==> config.mk <==
export PLATFORM = sky130hd
export DESIGN_NAME = sram_async_ctrl
export DESIGN_NICKNAME = d
export VERILOG_FILES = /design/src/rtl/sram_seq_pkg.sv /design/src/rtl/sram_phase_timer.sv /design/src/rtl/sram_pin_decode.sv /design/src/rtl/sram_hold_regs.sv /design/src/rtl/sram_async_ctrl.sv
export SDC_FILE = /design/constraint.sdc
export NUM_CORES = 1
export LEC_CHECK = 0
export BUFFER_PORTS_ARGS = -buffer_cell sky130_fd_sc_hd__buf_2
export CORE_MARGIN = 3
export CORE_UTILIZATION = 30
export CTS_BUF_LIST = sky130_fd_sc_hd__clkbuf_16
export CTS_CLUSTER_DIAMETER = 40
export CTS_CLUSTER_SIZE = 30
export DETAILED_ROUTE_END_ITERATION = 7
export HOLD_SLACK_MARGIN = 0.03
export PLACE_DENSITY = 0.58
export SKIP_CTS_REPAIR_TIMING = 1
export SYNTH_ARGS = -nofsm -noshare
export SYNTH_HDL_FRONTEND = slang
export SYNTH_HIERARCHICAL = 1
export SYNTH_SLANG_ARGS = --single-unit
export TNS_END_PERCENT = 5
==> constraint.sdc <==
create_clock -name clk -period 4.55 [get_ports clk]
set_input_delay 0.2275 -clock clk [delete_from_list [all_inputs] [get_ports clk]]
set_output_delay 0.2275 -clock clk [all_outputs]
set_load 0.1 [all_outputs]
==> src/rtl/sram_seq_pkg.sv <==
package sram_seq_pkg;

    typedef enum logic [2:0] {
        ST_IDLE,
        ST_STANDBY,
        ST_RD_ACCESS,
        ST_RD_RELEASE,
        ST_WR_SETUP,
        ST_WR_STROBE,
        ST_WR_RECOVER
    } seq_state_t;

    typedef struct packed {
        logic sel_n;
        logic sel;
        logic rd_en_n;
        logic wr_n;
        logic dq_oe;
    } pin_ctl_t;

    // whole clock periods covering a time in ns
    function automatic int ns_to_cycles(input int t_ns, input int clk_ns);
        return (t_ns + clk_ns - 1) / clk_ns;
    endfunction

    function automatic int imax(input int a, input int b);
        return (a > b) ? a : b;
    endfunction

endpackage

==> src/rtl/sram_phase_timer.sv <==
module sram_phase_timer #(
    parameter int CNT_W = 3
) (
    input  logic             clk,
    input  logic             rst_n,
    input  logic             load,
    input  logic [CNT_W-1:0] load_val,
    output logic             expired
);

    logic [CNT_W-1:0] cnt_q;

    // loaded with length-1 on phase entry, counts down to zero
    always_ff @(posedge clk or negedge rst_n) begin
        if (!rst_n) begin
            cnt_q <= '0;
        end else if (load) begin
            cnt_q <= load_val;
        end else if (cnt_q != '0) begin
            cnt_q <= cnt_q - 1'b1;
        end
    end

    assign expired = (cnt_q == '0);

endmodule

==> src/rtl/sram_pin_decode.sv <==
module sram_pin_decode
    import sram_seq_pkg::*;
(
    input  seq_state_t state,
    output pin_ctl_t   pins
);

    always_comb begin
        pins = '{sel_n: 1'b1, sel: 1'b0, rd_en_n: 1'b1, wr_n: 1'b1, dq_oe: 1'b0};
        unique case (state)
            ST_IDLE, ST_STANDBY, ST_RD_RELEASE: begin
                pins = '{sel_n: 1'b1, sel: 1'b0, rd_en_n: 1'b1, wr_n: 1'b1, dq_oe: 1'b0};
            end
            ST_RD_ACCESS: begin
                pins = '{sel_n: 1'b0, sel: 1'b1, rd_en_n: 1'b0, wr_n: 1'b1, dq_oe: 1'b0};
            end
            ST_WR_SETUP: begin
                pins = '{sel_n: 1'b0, sel: 1'b1, rd_en_n: 1'b1, wr_n: 1'b1, dq_oe: 1'b1};
            end
            ST_WR_STROBE: begin
                pins = '{sel_n: 1'b0, sel: 1'b1, rd_en_n: 1'b1, wr_n: 1'b0, dq_oe: 1'b1};
            end
            ST_WR_RECOVER: begin
                pins = '{sel_n: 1'b1, sel: 1'b0, rd_en_n: 1'b1, wr_n: 1'b1, dq_oe: 1'b1};
            end
            default: begin
                pins = '{sel_n: 1'b1, sel: 1'b0, rd_en_n: 1'b1, wr_n: 1'b1, dq_oe: 1'b0};
            end
        endcase
    end

endmodule

==> src/rtl/sram_hold_regs.sv <==
module sram_hold_regs #(
    parameter int ADDR_W = 17,
    parameter int DATA_W = 8
) (
    input  logic              clk,
    input  logic              rst_n,
    input  logic              latch,
    input  logic [ADDR_W-1:0] host_addr,
    input  logic [DATA_W-1:0] host_wdata,
    input  logic              capture,
    input  logic [DATA_W-1:0] bus_in,
    output logic [ADDR_W-1:0] addr_q,
    output logic [DATA_W-1:0] wdata_q,
    output logic [DATA_W-1:0] rdata_q
);

    always_ff @(posedge clk or negedge rst_n) begin
        if (!rst_n) begin
            addr_q  <= '0;
            wdata_q <= '0;
        end else if (latch) begin
            addr_q  <= host_addr;
            wdata_q <= host_wdata;
        end
    end

    always_ff @(posedge clk or negedge rst_n) begin
        if (!rst_n) begin
            rdata_q <= '0;
        end else if (capture) begin
            rdata_q <= bus_in;
        end
    end

endmodule

==> src/rtl/sram_async_ctrl.sv <==
module sram_async_ctrl
    import sram_seq_pkg::*;
#(
    parameter int ADDR_W    = 17,
    parameter int DATA_W    = 8,
    parameter int CLK_NS    = 10,
    parameter int T_CYC_NS  = 70,
    parameter int T_ACC_NS  = 70,
    parameter int T_OE_NS   = 35,
    parameter int T_HIZ_NS  = 25,
    parameter int T_WP_NS   = 50,
    parameter int T_CW_NS   = 60,
    parameter int T_DS_NS   = 30
) (
    input  logic              clk,
    input  logic              rst_n,
    input  logic              host_req,
    input  logic              host_we,
    input  logic [ADDR_W-1:0] host_addr,
    input  logic [DATA_W-1:0] host_wdata,
    output logic [DATA_W-1:0] host_rdata,
    output logic              host_ack,
    input  logic              sleep_req,
    output logic [ADDR_W-1:0] mem_addr,
    output logic              mem_sel_n,
    output logic              mem_sel,
    output logic              mem_rd_en_n,
    output logic              mem_wr_n,
    output logic [DATA_W-1:0] mem_dq_o,
    output logic              mem_dq_oe,
    input  logic [DATA_W-1:0] mem_dq_i
);

    // phase lengths in clock cycles
    localparam int N_CYC   = ns_to_cycles(T_CYC_NS, CLK_NS);
    localparam int N_RD    = imax(imax(ns_to_cycles(T_ACC_NS, CLK_NS),
                                       ns_to_cycles(T_OE_NS, CLK_NS)), N_CYC);
    localparam int N_HIZ   = imax(1, ns_to_cycles(T_HIZ_NS, CLK_NS));
    localparam int N_PULSE = imax(1, imax(ns_to_cycles(T_WP_NS, CLK_NS),
                                          ns_to_cycles(T_DS_NS, CLK_NS)));
    localparam int N_CW    = ns_to_cycles(T_CW_NS, CLK_NS);
    localparam int N_SETUP = imax(1, N_CW - N_PULSE);
    localparam int N_REC   = imax(1, N_CYC - N_SETUP - N_PULSE);
    localparam int N_MAX   = imax(imax(N_RD, N_HIZ), imax(imax(N_PULSE, N_SETUP), N_REC));
    localparam int CNT_W   = imax(1, $clog2(N_MAX + 1));

    localparam logic [CNT_W-1:0] L_RD    = CNT_W'(N_RD - 1);
    localparam logic [CNT_W-1:0] L_HIZ   = CNT_W'(N_HIZ - 1);
    localparam logic [CNT_W-1:0] L_SETUP = CNT_W'(N_SETUP - 1);
    localparam logic [CNT_W-1:0] L_PULSE = CNT_W'(N_PULSE - 1);
    localparam logic [CNT_W-1:0] L_REC   = CNT_W'(N_REC - 1);

    seq_state_t       state_q, state_d;
    logic             ack_q;
    logic             tmr_load;
    logic [CNT_W-1:0] tmr_val;
    logic             tmr_expired;
    logic             accept;
    logic             capture;
    logic             finish;
    pin_ctl_t         pins;

    // ---------------- state register ----------------
    always_ff @(posedge clk or negedge rst_n) begin
        if (!rst_n) begin
            state_q <= ST_IDLE;
            ack_q   <= 1'b0;
        end else begin
            state_q <= state_d;
            ack_q   <= finish;
        end
    end

    // ---------------- next state ----------------
    always_comb begin
        state_d  = state_q;
        tmr_load = 1'b0;
        tmr_val  = '0;
        accept   = 1'b0;
        capture  = 1'b0;
        finish   = 1'b0;
        unique case (state_q)
            ST_IDLE: begin
                if (sleep_req) begin
                    state_d = ST_STANDBY;
                end else if (host_req && !ack_q) begin
                    accept   = 1'b1;
                    tmr_load = 1'b1;
                    if (host_we) begin
                        state_d = ST_WR_SETUP;
                        tmr_val = L_SETUP;
                    end else begin
                        state_d = ST_RD_ACCESS;
                        tmr_val = L_RD;
                    end
                end
            end
            ST_STANDBY: begin
                if (!sleep_req) begin
                    state_d = ST_IDLE;
                end
            end
            ST_RD_ACCESS: begin
                if (tmr_expired) begin
                    capture  = 1'b1;
                    state_d  = ST_RD_RELEASE;
                    tmr_load = 1'b1;
                    tmr_val  = L_HIZ;
                end
            end
            ST_RD_RELEASE: begin
                if (tmr_expired) begin
                    finish  = 1'b1;
                    state_d = ST_IDLE;
                end
            end
            ST_WR_SETUP: begin
                if (tmr_expired) begin
                    state_d  = ST_WR_STROBE;
                    tmr_load = 1'b1;
                    tmr_val  = L_PULSE;
                end
            end
            ST_WR_STROBE: begin
                if (tmr_expired) begin
                    state_d  = ST_WR_RECOVER;
                    tmr_load = 1'b1;
                    tmr_val  = L_REC;
                end
            end
            ST_WR_RECOVER: begin
                if (tmr_expired) begin
                    finish  = 1'b1;
                    state_d = ST_IDLE;
                end
            end
            default: begin
                state_d = ST_IDLE;
            end
        endcase
    end

    sram_phase_timer #(
        .CNT_W (CNT_W)
    ) u_timer (
        .clk      (clk),
        .rst_n    (rst_n),
        .load     (tmr_load),
        .load_val (tmr_val),
        .expired  (tmr_expired)
    );

    sram_hold_regs #(
        .ADDR_W (ADDR_W),
        .DATA_W (DATA_W)
    ) u_regs (
        .clk        (clk),
        .rst_n      (rst_n),
        .latch      (accept),
        .host_addr  (host_addr),
        .host_wdata (host_wdata),
        .capture    (capture),
        .bus_in     (mem_dq_i),
        .addr_q     (mem_addr),
        .wdata_q    (mem_dq_o),
        .rdata_q    (host_rdata)
    );

    // ---------------- outputs ----------------
    sram_pin_decode u_decode (
        .state (state_q),
        .pins  (pins)
    );

    assign mem_sel_n   = pins.sel_n;
    assign mem_sel     = pins.sel;
    assign mem_rd_en_n = pins.rd_en_n;
    assign mem_wr_n    = pins.wr_n;
    assign mem_dq_oe   = pins.dq_oe;
    assign host_ack    = ack_q;

    // ---------------- assertions ----------------
    localparam logic [CNT_W-1:0] C_HIZ   = CNT_W'(N_HIZ);
    localparam logic [CNT_W-1:0] C_PULSE = CNT_W'(N_PULSE);

    logic [CNT_W-1:0] rel_cnt;   // cycles since memory last allowed to drive
    logic [CNT_W-1:0] low_cnt;   // cycles the strobe has been low

    always_ff @(posedge clk or negedge rst_n) begin
        if (!rst_n) begin
            rel_cnt <= C_HIZ;
        end else if (!mem_sel_n && !mem_rd_en_n) begin
            rel_cnt <= '0;
        end else if (rel_cnt < C_HIZ) begin
            rel_cnt <= rel_cnt + 1'b1;
        end
    end

    always_ff @(posedge clk or negedge rst_n) begin
        if (!rst_n) begin
            low_cnt <= '0;
        end else if (mem_wr_n) begin
            low_cnt <= '0;
        end else if (low_cnt < C_PULSE) begin
            low_cnt <= low_cnt + 1'b1;
        end
    end

    p_ack_pulse_r8: assert property (@(posedge clk) disable iff (!rst_n)
        host_ack |=> !host_ack);

    p_idle_quiet_r1: assert property (@(posedge clk) disable iff (!rst_n)
        (state_q == ST_IDLE) |-> (mem_sel_n && !mem_sel && mem_rd_en_n && mem_wr_n && !mem_dq_oe));

    p_standby_quiet_r9: assert property (@(posedge clk) disable iff (!rst_n)
        (state_q == ST_STANDBY) |-> (mem_sel_n && !mem_sel && !mem_dq_oe && !host_ack));

    p_no_fight_r7: assert property (@(posedge clk) disable iff (!rst_n)
        !mem_rd_en_n |-> !mem_dq_oe);

    p_write_oe_high_r7: assert property (@(posedge clk) disable iff (!rst_n)
        !mem_wr_n |-> (mem_rd_en_n && mem_dq_oe));

    p_addr_hold_r5: assert property (@(posedge clk) disable iff (!rst_n)
        !$past(mem_wr_n) |-> $stable(mem_addr));

    p_strobe_width_r4: assert property (@(posedge clk) disable iff (!rst_n)
        $rose(mem_wr_n) |-> (low_cnt >= C_PULSE));

    p_turnaround_r3: assert property (@(posedge clk) disable iff (!rst_n)
        $rose(mem_dq_oe) |-> (rel_cnt >= C_HIZ));

endmodule

==> flow_summary_export.csv <==
group,metric,value,unit
run_status,run_status,"completed",
timing,rsz0062_at_grt,"false",
clock_tree,clk_path_buf_depth,2,
timing,worst_pin_slew,1.11,ns
global_route,overflow,0,
floorplan,placementRows,28,
setup_path,critical_path_class,"flop to flop",
setup_path,timing.critical_path.mode_cell,"sky130_fd_sc_hd__inv_1",
cells_and_area,final.fill_count,606,
global_route,via_count_of_the_first_global_routing_pass,1367,
timing,setup_viol_count_final,0,
synthesis,post_synth_instance_area,1950,sq um
timing,max_freq,399,MHz
route,total_number_of_vias,1333,
setup_path,cells_along_the_critical_path,"inv_1, ha_1, nand2b_1, inv_1, nand2_1, nor3_1, mux2_2",
synthesis,post-synth-top-area-cell,"sky130_fd_sc_hd__dfrtp_1",
synthesis,postSynthRegisterBits,40,
setup_path,worstPathArrival,2.67,ns
timing,timing.slew.headroom,25.4,%
route,via_per_inst,4.55,
floorplan,die-area,7500,sq um
cells_and_area,final_layout_size_suffix_gt1_share,57.3,%
floorplan,core_footprint,6100,sq um
timing,min_period_over_period,55.1,%
place,routabilityCongestion,0.772,
clock_tree,clk_pin_slew_worst_paths,0.06,ns
synthesis,postSynthNetCount,181,
clock_tree,clkLatencyLatePin,0.27,ns
synthesis,avgSynthCellArea,13.8,sq um
cells_and_area,area.sequential,1000,sq um
synthesis,yosysSeqAreaShare,51.4,%
route,route.detailed.wl_per_inst,13.8,microns
place,hpwlAfterDp,2980,microns
clock_tree,clock-sinks,40,
setup_path,timing.critical_path.fanout_max,8,
setup_path,type_of_element_launching_the_critical_path,"flop",
floorplan,die_h,86.6,microns
floorplan,die_w,86.6,microns
cells_and_area,num-nets-final,258,
cells_and_area,area_delta_synth_final,27.6,%
timing,setup_total_negative_slack,0,ns
synthesis,synth_async_sr_flop_share,100,%
setup_path,timing.critical_path.required,4.71,ns
synthesis,yosys_warnings,6,
synthesis,dominantRegCellSynth,"sky130_fd_sc_hd__dfrtp_1",
cells_and_area,multi_input_area,835,sq um
floorplan,initial_core_utilization,32.0,%
timing,timing_hold_violations_final,0,
synthesis,synth.area.top_cells,"sky130_fd_sc_hd__dfrtp_1 51%, sky130_fd_sc_hd__mux2_4 15%, sky130_fd_sc_hd__mux2_2 7.5%",
timing,report.final.slew_viol_count,0,
route,drt_wl_total,4050,microns
clock_tree,clk_root_buffer_cell,"sky130_fd_sc_hd__clkbuf_16",
timing,fin_skew,0.00622,ns
synthesis,yosys.area.top_type_share,51.4,%
cells_and_area,utilization,40.8,%
setup_path,critical_path_slowest_stage_cell,"sky130_fd_sc_hd__nor3_1",
clock_tree,cts_max_level,2,
cells_and_area,diodes,0,
hold_path,min_path_type,"primary input to asynchronous set/reset pin",
setup_path,cp_slowest_stage_delay,0.88,ns
cells_and_area,most-common-layout-cells,"76 x sky130_fd_sc_hd__buf_2, 40 x sky130_fd_sc_hd__dfrtp_1, 20 x sky130_fd_sc_hd__mux2_4, 13 x sky130_fd_sc_hd__mux2_2",
global_route,grt_max_degree,41,
place,port_buffers,76,
global_route,antenna_found_initial,0,
job,cap_violations,0,
synthesis,number_of_distinct_library_cells_after_synthesis,39,
setup_path,critical_path.endpoint_type,"flop",
route,firstDrtPassIters,4,
floorplan,ios,77,
synthesis,number_of_enable_flip_flop_cells_after_synthesis,0,
timing,min_period,2.51,ns
synthesis,post_synth_inst_count,141,
cells_and_area,mostFrequentLayoutCell,"sky130_fd_sc_hd__buf_2",
route,ant_nets_after_route,0,
route,drt_iter0_drc,46,
clock_tree,tritoncts,"yes",
clock_tree,numCtsBuffers,5,
route,remaining_drc_errors,0,
global_route,grt_first_pass_wirelength,6470,microns
global_route,grt_usage,10.8,%
==> worst max-delay path: cells and delay by family, from the launching register on <==
family,cells,cell delay [ns]
adder cells (fa/ha/maj),1,0.19
buffers and inverters,2,0.26
flip-flops,1,0.39
multiplexers,1,0.42
AND/OR/NAND/NOR,3,1.11
==> layer usage <==
| layer | global-route usage [%] | vias to the layer above | part of all wire, % |
|---|---|---|---|
| met5 | 0 | - | 0 |
| met4 | 2.12 | 0 | 0.74 |
| met3 | 3.61 | 3 | 10 |
| met2 | 17.0 | 62 | 44 |
| met1 | 14.7 | 624 | 45 |
| li1 | - | 644 | - |
==> registers in the layout, indices dropped and copies added, names as in the netlist <==
signal and flops:
u_regs/addr_q 17, u_regs/rdata_q 8, u_regs/wdata_q 8, state_q 3, u_timer/cnt_q 3, host_ack 1
==> cells by family after synthesis <==
family | Yosys count | synth area share (%)
other | 1 | 0.192
AND/OR/NAND/NOR | 31 | 11.2
AO/OA/AOI/OAI | 18 | 6.74
flip-flops | 40 | 51.4
multiplexers | 33 | 22.9
adder cells (fa/ha/maj) | 2 | 1.28
buffers and inverters | 15 | 5.78
XOR/XNOR | 1 | 0.450
==> stage by stage <==
step | hold slack [ns] | setup slack (ns) | std cells | cell area, sq um
3_5_place_dp | 0.412 | 2.01 | 286 | 2350
3_3_place_gp | 0.407 | 2.12 | 286 | 2350
4_1_cts | 0.114 | 2.00 | 293 | 2480
2_1_floorplan | -0.0681 | 1.63 | 141 | 1950
5_1_grt | 0.164 | 1.81 | 293 | 2480
6_report | 0.0846 | 2.04 | 293 | 2480
==> final timing paths <==
check	slack, ns	cells after the start	from	endpoint
max in group asynchronous	3.91	1	rst_n	u_regs/addr_q[9]
max	2.04	7	u_timer/cnt_q[0]	u_regs/rdata_q[3]
min	0.08	1	rst_n	u_regs/rdata_q[1]
max reg2reg	2.04	7	u_timer/cnt_q[0]	u_regs/rdata_q[3]
min reg2reg	0.50	1	u_regs/wdata_q[6]	u_regs/wdata_q[6]
min in group clk	0.18	2	mem_dq_i[1]	u_regs/rdata_q[1]
==> Yosys cell counts (2+ instances only) <==
library cell	number
sky130_fd_sc_hd__dfrtp_1	40
sky130_fd_sc_hd__mux2_4	20
sky130_fd_sc_hd__mux2_2	13
sky130_fd_sc_hd__inv_1	8
sky130_fd_sc_hd__nand2_1	8
sky130_fd_sc_hd__nor2b_1	5
sky130_fd_sc_hd__a21oi_1	4
sky130_fd_sc_hd__nand2b_1	4
sky130_fd_sc_hd__a31oi_1	2
sky130_fd_sc_hd__buf_12	2
sky130_fd_sc_hd__buf_4	2
sky130_fd_sc_hd__buf_6	2
sky130_fd_sc_hd__ha_1	2
sky130_fd_sc_hd__nor2_1	2
sky130_fd_sc_hd__nor4b_1	2
sky130_fd_sc_hd__o31ai_1	2
==> cell type report <==
class                           instances  area share, %
Clock buffer                            5           5.04
Clock inverter                          2          0.504
Tap cell                               75           3.78
Sequential cell                        40           40.3
Inverter                                8           1.21
Timing Repair Buffer                   77           15.6
Multi-Input combinational cell         86           33.6
Power is not shown: default switching activity piles up to over one toggle a cycle in this logic, so the estimate is an artifact.
